File: config.mk
export PLATFORM = sky130hd
export DESIGN_NAME = mbreg_access
export DESIGN_NICKNAME = d
export VERILOG_FILES = /design/src/rtl/mbreg_access.sv
export SDC_FILE = /design/constraint.sdc
export NUM_CORES = 1
export LEC_CHECK = 0
export ABC_AREA = 1
export BUFFER_PORTS_ARGS = -buffer_cell sky130_fd_sc_hd__buf_4
export CAP_MARGIN = 25
export CORE_ASPECT_RATIO = 1.5
export CORE_MARGIN = 8
export CORE_UTILIZATION = 29
export DETAILED_ROUTE_END_ITERATION = 16
export HOLD_SLACK_MARGIN = 0.03
export MAX_ROUTING_LAYER = met4
export PLACE_DENSITY = 0.45
export SYNTH_ARGS = -nofsm -noshare
export SYNTH_HDL_FRONTEND = slang
export SYNTH_SLANG_ARGS = --single-unit
File: constraint.sdc
create_clock -name clk_i -period 3.85 [get_ports clk_i]
set_input_delay 0.5775 -clock clk_i [delete_from_list [all_inputs] [get_ports clk_i]]
set_output_delay 0.5775 -clock clk_i [all_outputs]
set_load 0.1 [all_outputs]
File: src/rtl/mbreg_access.sv
`timescale 1ns/1ps
module mbreg_access #(
  parameter logic [7:0]  REV_NUM    = 8'h01,
  parameter logic [7:0]  SUBREV_NUM = 8'h02,
  parameter logic [7:0]  CTL1_RST   = 8'h5A,
  parameter logic [15:0] CTL2_RST   = 16'h1234,
  parameter logic [23:0] CTL3_RST   = 24'h0A_0B_0C,
  parameter logic [31:0] CTL4_RST   = 32'hDEAD_0001
) (
  input  logic        clk_i,
  input  logic        rst_ni,
  input  logic [7:0]  addr_i,
  input  logic        rd_en_i,
  input  logic        wr_en_i,
  input  logic [7:0]  wdata_i,
  output logic [7:0]  rdata_o,
  output logic        rd_err_o,
  input  logic [1:0]  ms_pins_i,
  input  logic [15:0] stat2_i,
  input  logic [23:0] stat3_i,
  input  logic [31:0] stat4_i,
  output logic [7:0]  ctl1_o,
  output logic [15:0] ctl2_o,
  output logic [23:0] ctl3_o,
  output logic [31:0] ctl4_o,
  input  logic [15:0] evt_set_i,
  output logic [15:0] evt_o
);
  localparam logic [7:0] A_REV = 8'h02, A_SUB = 8'h03, A_MS = 8'h04, A_CTL1 = 8'h10;
  localparam logic [7:0] A_EVTL = 8'h5E, A_EVTH = 8'h5F;

  logic [7:0]  ctl1_q;
  logic [15:0] ctl2_q, evt_q;
  logic [23:0] ctl3_q, snap_q, stage_q;
  logic [31:0] ctl4_q;
  logic        rd_act, wr_act;
  logic [1:0]  rd_id, rd_idx, wr_id, wr_idx;

  logic [31:0] live [3];
  logic [31:0] ctlv [3];
  assign live[0] = {16'b0, stat2_i};
  assign live[1] = {8'b0, stat3_i};
  assign live[2] = stat4_i;
  assign ctlv[0] = {16'b0, ctl2_q};
  assign ctlv[1] = {8'b0, ctl3_q};
  assign ctlv[2] = ctl4_q;

  wire [1:0] a_id   = addr_i[3:2];
  wire [1:0] a_idx  = addr_i[1:0];
  wire [1:0] a_last = a_id + 2'd1;
  wire       in_map = (a_id != 2'd3) && (a_idx <= a_last);
  wire       st_hit = (addr_i[7:4] == 4'h3) && in_map;
  wire       ct_hit = (addr_i[7:4] == 4'h2) && in_map;
  wire       rd_match = rd_act && st_hit && (a_id == rd_id) && (a_idx == rd_idx);
  wire       wr_match = wr_act && ct_hit && (a_id == wr_id) && (a_idx == wr_idx);
  wire [1:0] snap_sel = a_idx - 2'd1;

  wire [15:0] clr = !wr_en_i          ? 16'h0 :
                    (addr_i == A_EVTL) ? {8'h0, wdata_i} :
                    (addr_i == A_EVTH) ? {wdata_i, 8'h0} : 16'h0;

  always_comb begin
    rdata_o  = 8'h00;
    rd_err_o = 1'b0;
    if (st_hit) begin
      if (rd_match) rdata_o = snap_q[{snap_sel, 3'b000} +: 8];
      else begin
        rdata_o  = live[a_id][{a_idx, 3'b000} +: 8];
        rd_err_o = rd_en_i && (a_idx != 2'd0);
      end
    end else if (ct_hit) begin
      rdata_o = ctlv[a_id][{a_idx, 3'b000} +: 8];
    end else begin
      case (addr_i)
        A_REV:   rdata_o = REV_NUM;
        A_SUB:   rdata_o = SUBREV_NUM;
        A_MS:    rdata_o = {6'b0, ms_pins_i};
        A_CTL1:  rdata_o = ctl1_q;
        A_EVTL:  rdata_o = evt_q[7:0];
        A_EVTH:  rdata_o = evt_q[15:8];
        default: rdata_o = 8'h00;
      endcase
    end
  end

  always_ff @(posedge clk_i or negedge rst_ni) begin
    if (!rst_ni) begin
      evt_q   <= '0;
      rd_act  <= 1'b0; rd_id <= '0; rd_idx <= '0; snap_q <= '0;
      wr_act  <= 1'b0; wr_id <= '0; wr_idx <= '0; stage_q <= '0;
      ctl1_q  <= CTL1_RST; ctl2_q <= CTL2_RST; ctl3_q <= CTL3_RST; ctl4_q <= CTL4_RST;
    end else begin
      evt_q <= (evt_q & ~clr) | evt_set_i;
      if (rd_en_i || wr_en_i) begin
        if (rd_en_i && st_hit && a_idx == 2'd0) begin
          rd_act <= 1'b1; rd_id <= a_id; rd_idx <= 2'd1;
          snap_q <= live[a_id][31:8];
        end else if (rd_en_i && rd_match && a_idx != a_last) begin
          rd_idx <= rd_idx + 2'd1;
        end else begin
          rd_act <= 1'b0;
        end

        if (wr_en_i && ct_hit && a_idx == 2'd0) begin
          wr_act <= 1'b1; wr_id <= a_id; wr_idx <= 2'd1;
          stage_q <= {16'b0, wdata_i};
        end else if (wr_en_i && wr_match) begin
          if (a_idx == a_last) begin
            wr_act <= 1'b0;
            case (wr_id)
              2'd0:    ctl2_q <= {wdata_i, stage_q[7:0]};
              2'd1:    ctl3_q <= {wdata_i, stage_q[15:0]};
              default: ctl4_q <= {wdata_i, stage_q};
            endcase
          end else begin
            stage_q[{a_idx, 3'b000} +: 8] <= wdata_i;
            wr_idx <= wr_idx + 2'd1;
          end
        end else begin
          wr_act <= 1'b0;
        end

        if (wr_en_i && addr_i == A_CTL1) ctl1_q <= wdata_i;
      end
    end
  end

  assign ctl1_o = ctl1_q;
  assign ctl2_o = ctl2_q;
  assign ctl3_o = ctl3_q;
  assign ctl4_o = ctl4_q;
  assign evt_o  = evt_q;

  AST_CTL_ATOMIC: assert property (@(posedge clk_i) disable iff (!rst_ni)
    !(wr_en_i && ct_hit && a_idx == a_last) |=> $stable({ctl2_o, ctl3_o, ctl4_o}));
  AST_SNAP_FROZEN: assert property (@(posedge clk_i) disable iff (!rst_ni)
    !(rd_en_i && st_hit && a_idx == 2'd0) |=> $stable(snap_q));
  AST_W1C_LOW: assert property (@(posedge clk_i) disable iff (!rst_ni)
    (wr_en_i && addr_i == A_EVTL) |=> ((evt_o[7:0] & $past(wdata_i & ~evt_set_i[7:0])) == 8'h00));
  AST_SET_WINS: assert property (@(posedge clk_i) disable iff (!rst_ni)
    1'b1 |=> ((evt_o & $past(evt_set_i)) == $past(evt_set_i)));
  AST_WRITE_BREAKS_READ: assert property (@(posedge clk_i) disable iff (!rst_ni)
    wr_en_i |=> !rd_act);
  AST_ERR_NEEDS_READ: assert property (@(posedge clk_i) disable iff (!rst_ni)
    rd_err_o |-> (rd_en_i && !rd_match));
endmodule

==> impl_metrics.tcl <==
set metrics [dict create \
    gp_congestion 0.863 \
    p_per_area_nw_per_um2 351 \
    critPathBufInv 5 \
    cts_buffer_depth 2 \
    worstHoldPathType "in -> async" \
    setup_viol 0 \
    rsz0062_at_grt "false" \
    max-cap-violations 0 \
    ys_ff_latch 154 \
    ctsRootBufferMaster "clkbuf_16" \
    arrival_ns 2.83 \
    max_clock_freq_ghz 0.294 \
    clock_latency_ns 0.44 \
    routedWlPerCell_um 20.9 \
    final_max_slew_viol_count 0 \
    finalClockSkew_ns 0.00646 \
    avgSynthCellArea_um2 7.06 \
    drive_gt1_share_pct 22.5 \
    fin_setup_tns_ns 0 \
    synth_edf_count 0 \
    worstMarginPinSlew_ns 0.753 \
    synth_top_cell_by_area "dfrtp_1" \
    worstSetupStartpointType "input port" \
    vias_per_cell 4.83 \
    synth_warnings 0 \
    async_flop_share_pct 100 \
    antenna_found_initial 0 \
    placed_area_um2 11100 \
    ys_types 40 \
    grt_max_degree 70 \
    syn2layout_area_growth_pct 28.9 \
    path_clk_slew_ns 0.06 \
    vdd_drop_max_v 0.000291 \
    cts_tree "built" \
    crit_top_cell "nand2_1" \
    final_hold_viol_count 0 \
    die_area_um2 37500 \
    io_buffers 214 \
    netlist_top_cells_area "dfrtp_1 (35%), nand2_1 (19%), nand3_1 (8.2%)" \
    worstSetupPathType "in -> out" \
    numCtsBuffers 17 \
    worstPathCellList "buf_4, inv_2, ha_1, inv_1, ha_1, nand2_1, nand2_1, nand2_1, nand3_2, inv_2, nand2_1, nand3_1, nand3_1, nand2_1, buf_4" \
    postRouteAntennaNets 0 \
    die_w_um 161 \
    diodes 0 \
    syn-num-nets 1413 \
    dr.pass1.iters 5 \
    fin_nets 1606 \
    post-route-util_pct 37.9 \
    track_usage_pct 21.9 \
    cts_resized 0 \
    worstSetupEndpointType "output pin" \
    grt_pass1_vias 9542 \
    num-fill-cells 3362 \
    slew_headroom_pct 49.6 \
    dr_total_vias 9205 \
    power_leakage_nw 5.99 \
    slowest_stage "buf_4" \
    cts.sink_count 154 \
    io_pins 215 \
    finalPower_w 0.00413 \
    core_area_um2 31000 \
    cp_slowest_stage_delay_ns 0.33 \
    ys_seq_area_share_pct 42.6 \
    postCtsSetupRepairBufs 0 \
    gr-total-overflow 0 \
    start_util_pct 29.4 \
    grt_pass1_wl_um 59900 \
    cp_top_family "simple AND/OR/NAND/NOR gates" \
    cts_hold_buf 0 \
    synth_cells 1293 \
    drc 0 \
    cp_max_fo 17 \
    drt-total-wl_um 39700 \
    period_minus_slack_ns 3.40 \
    dp_hpwl_um 30200 \
    netlist_area_um2 9130 \
    final_area_um2 11800 \
    die_y_um 233 \
    yosysMostFrequentCell "nand2_1" \
    worstPathRequired_ns 3.27 \
    htree_num_levels 4 \
    ys.flop_type "dfrtp_1" \
    status "completed" \
    period_share_pct 88.4 \
    drt-initial-drc-count 615 \
    synth_top_area_share_pct 34.6 \
    row_count 79 \
    yosys-top-cells-count "nand2_1 (470), nand3_1 (149), dfrtp_1 (126)" \
]
==> area by class of cell <==
type / instances / area (µm²) / share of cell area, %
Clock buffer: 26 / 509 / 4.33
Timing Repair Buffer: 240 / 1820 / 15.5
Tap cell: 405 / 507 / 4.31
Inverter: 133 / 502 / 4.26
Clock inverter: 6 / 111 / 0.946
Multi-Input combinational cell: 940 / 4430 / 37.7
Sequential cell: 154 / 3890 / 33.0
==> power breakdown <==
part | internal, W | switching [W] | total, W | leakage [nW]
Sequential | 0.00167 | 0.0000407 | 0.00171 | 1.76
Clock | 0.00111 | 0.000697 | 0.00180 | 0.301
Combinational | 0.000197 | 0.000426 | 0.000623 | 3.92
==> kinds of logic after synthesis <==
group	synth area share [%]
AO/OA/AOI/OAI	12.4
AND/OR/NAND/NOR	34.0
adder cells (fa/ha/maj)	1.37
buffers and inverters	9.19
XOR/XNOR	0.288
multiplexers	0.123
flip-flops	42.6
==> through the flow <==
step	hold WS, ns	setup WS, ns	std cells
global placement	0.456	0.445	1872
finish	0.140	0.446	1904
global route	0.176	0.195	1904
detailed placement	0.458	0.432	1872
CTS	0.158	0.431	1904
floorplan	0.282	0.0290	1293
==> per-layer routing <==
layer / vias to the layer above / track usage, % / share of wire (%)
met5: - / - / 0
met4: 0 / 9.43 / 3.6
met3: 60 / 2.94 / 3.3
met2: 265 / 39.0 / 53
met1: 4375 / 24.2 / 40
li1: 4505 / - / -
==> flip-flops by register name (all words and copies together) (netlist names) <==
register  count
wr_id         2
stage_q      24
snap_q       24
ctl4_o       32
wr_idx        2
ctl3_o       24
ctl2_o       16
rd_act        1
rd_id         2
ctl1_o        8
wr_act        1
evt_o        16
rd_idx        2
==> layout by cell type, fill, tap and decap left out, types with 4 or more instances in the layout <==
cell,instances
nand4_1,5
nand2_1,467
dfrtp_1,126
inv_2,7
nand2_2,11
inv_1,125
buf_4,238
nor2_4,5
ha_1,10
nand3_1,148
nor2_1,77
o21ai_1,5
a21oi_1,35
clkbuf_16,17
o21ai_0,99
clkbuf_8,5
clkbuf_1,4
dfstp_2,28
o21bai_1,40
o211ai_1,11
==> worst paths after layout <==
check | end | cells after the start | slack [ns] | startpoint
min in group clk_i | evt_o[14]$_DFF_PN0_ | 3 | 0.32 | evt_set_i[14]
min reg2reg | rd_act$_DFFE_PN0P_ | 2 | 0.47 | rd_act$_DFFE_PN0P_
min | evt_o[8]$_DFF_PN0_ | 1 | 0.14 | rst_ni
max reg2reg | ctl4_o[8]$_DFFE_PN0P_ | 11 | 1.75 | wr_idx[1]$_DFFE_PN0P_
max | rdata_o[5] | 15 | 0.45 | addr_i[3]
max in group asynchronous | snap_q[16]$_DFFE_PN0P_ | 2 | 2.83 | rst_ni
Note: power is estimated with default switching activity, not from simulation.
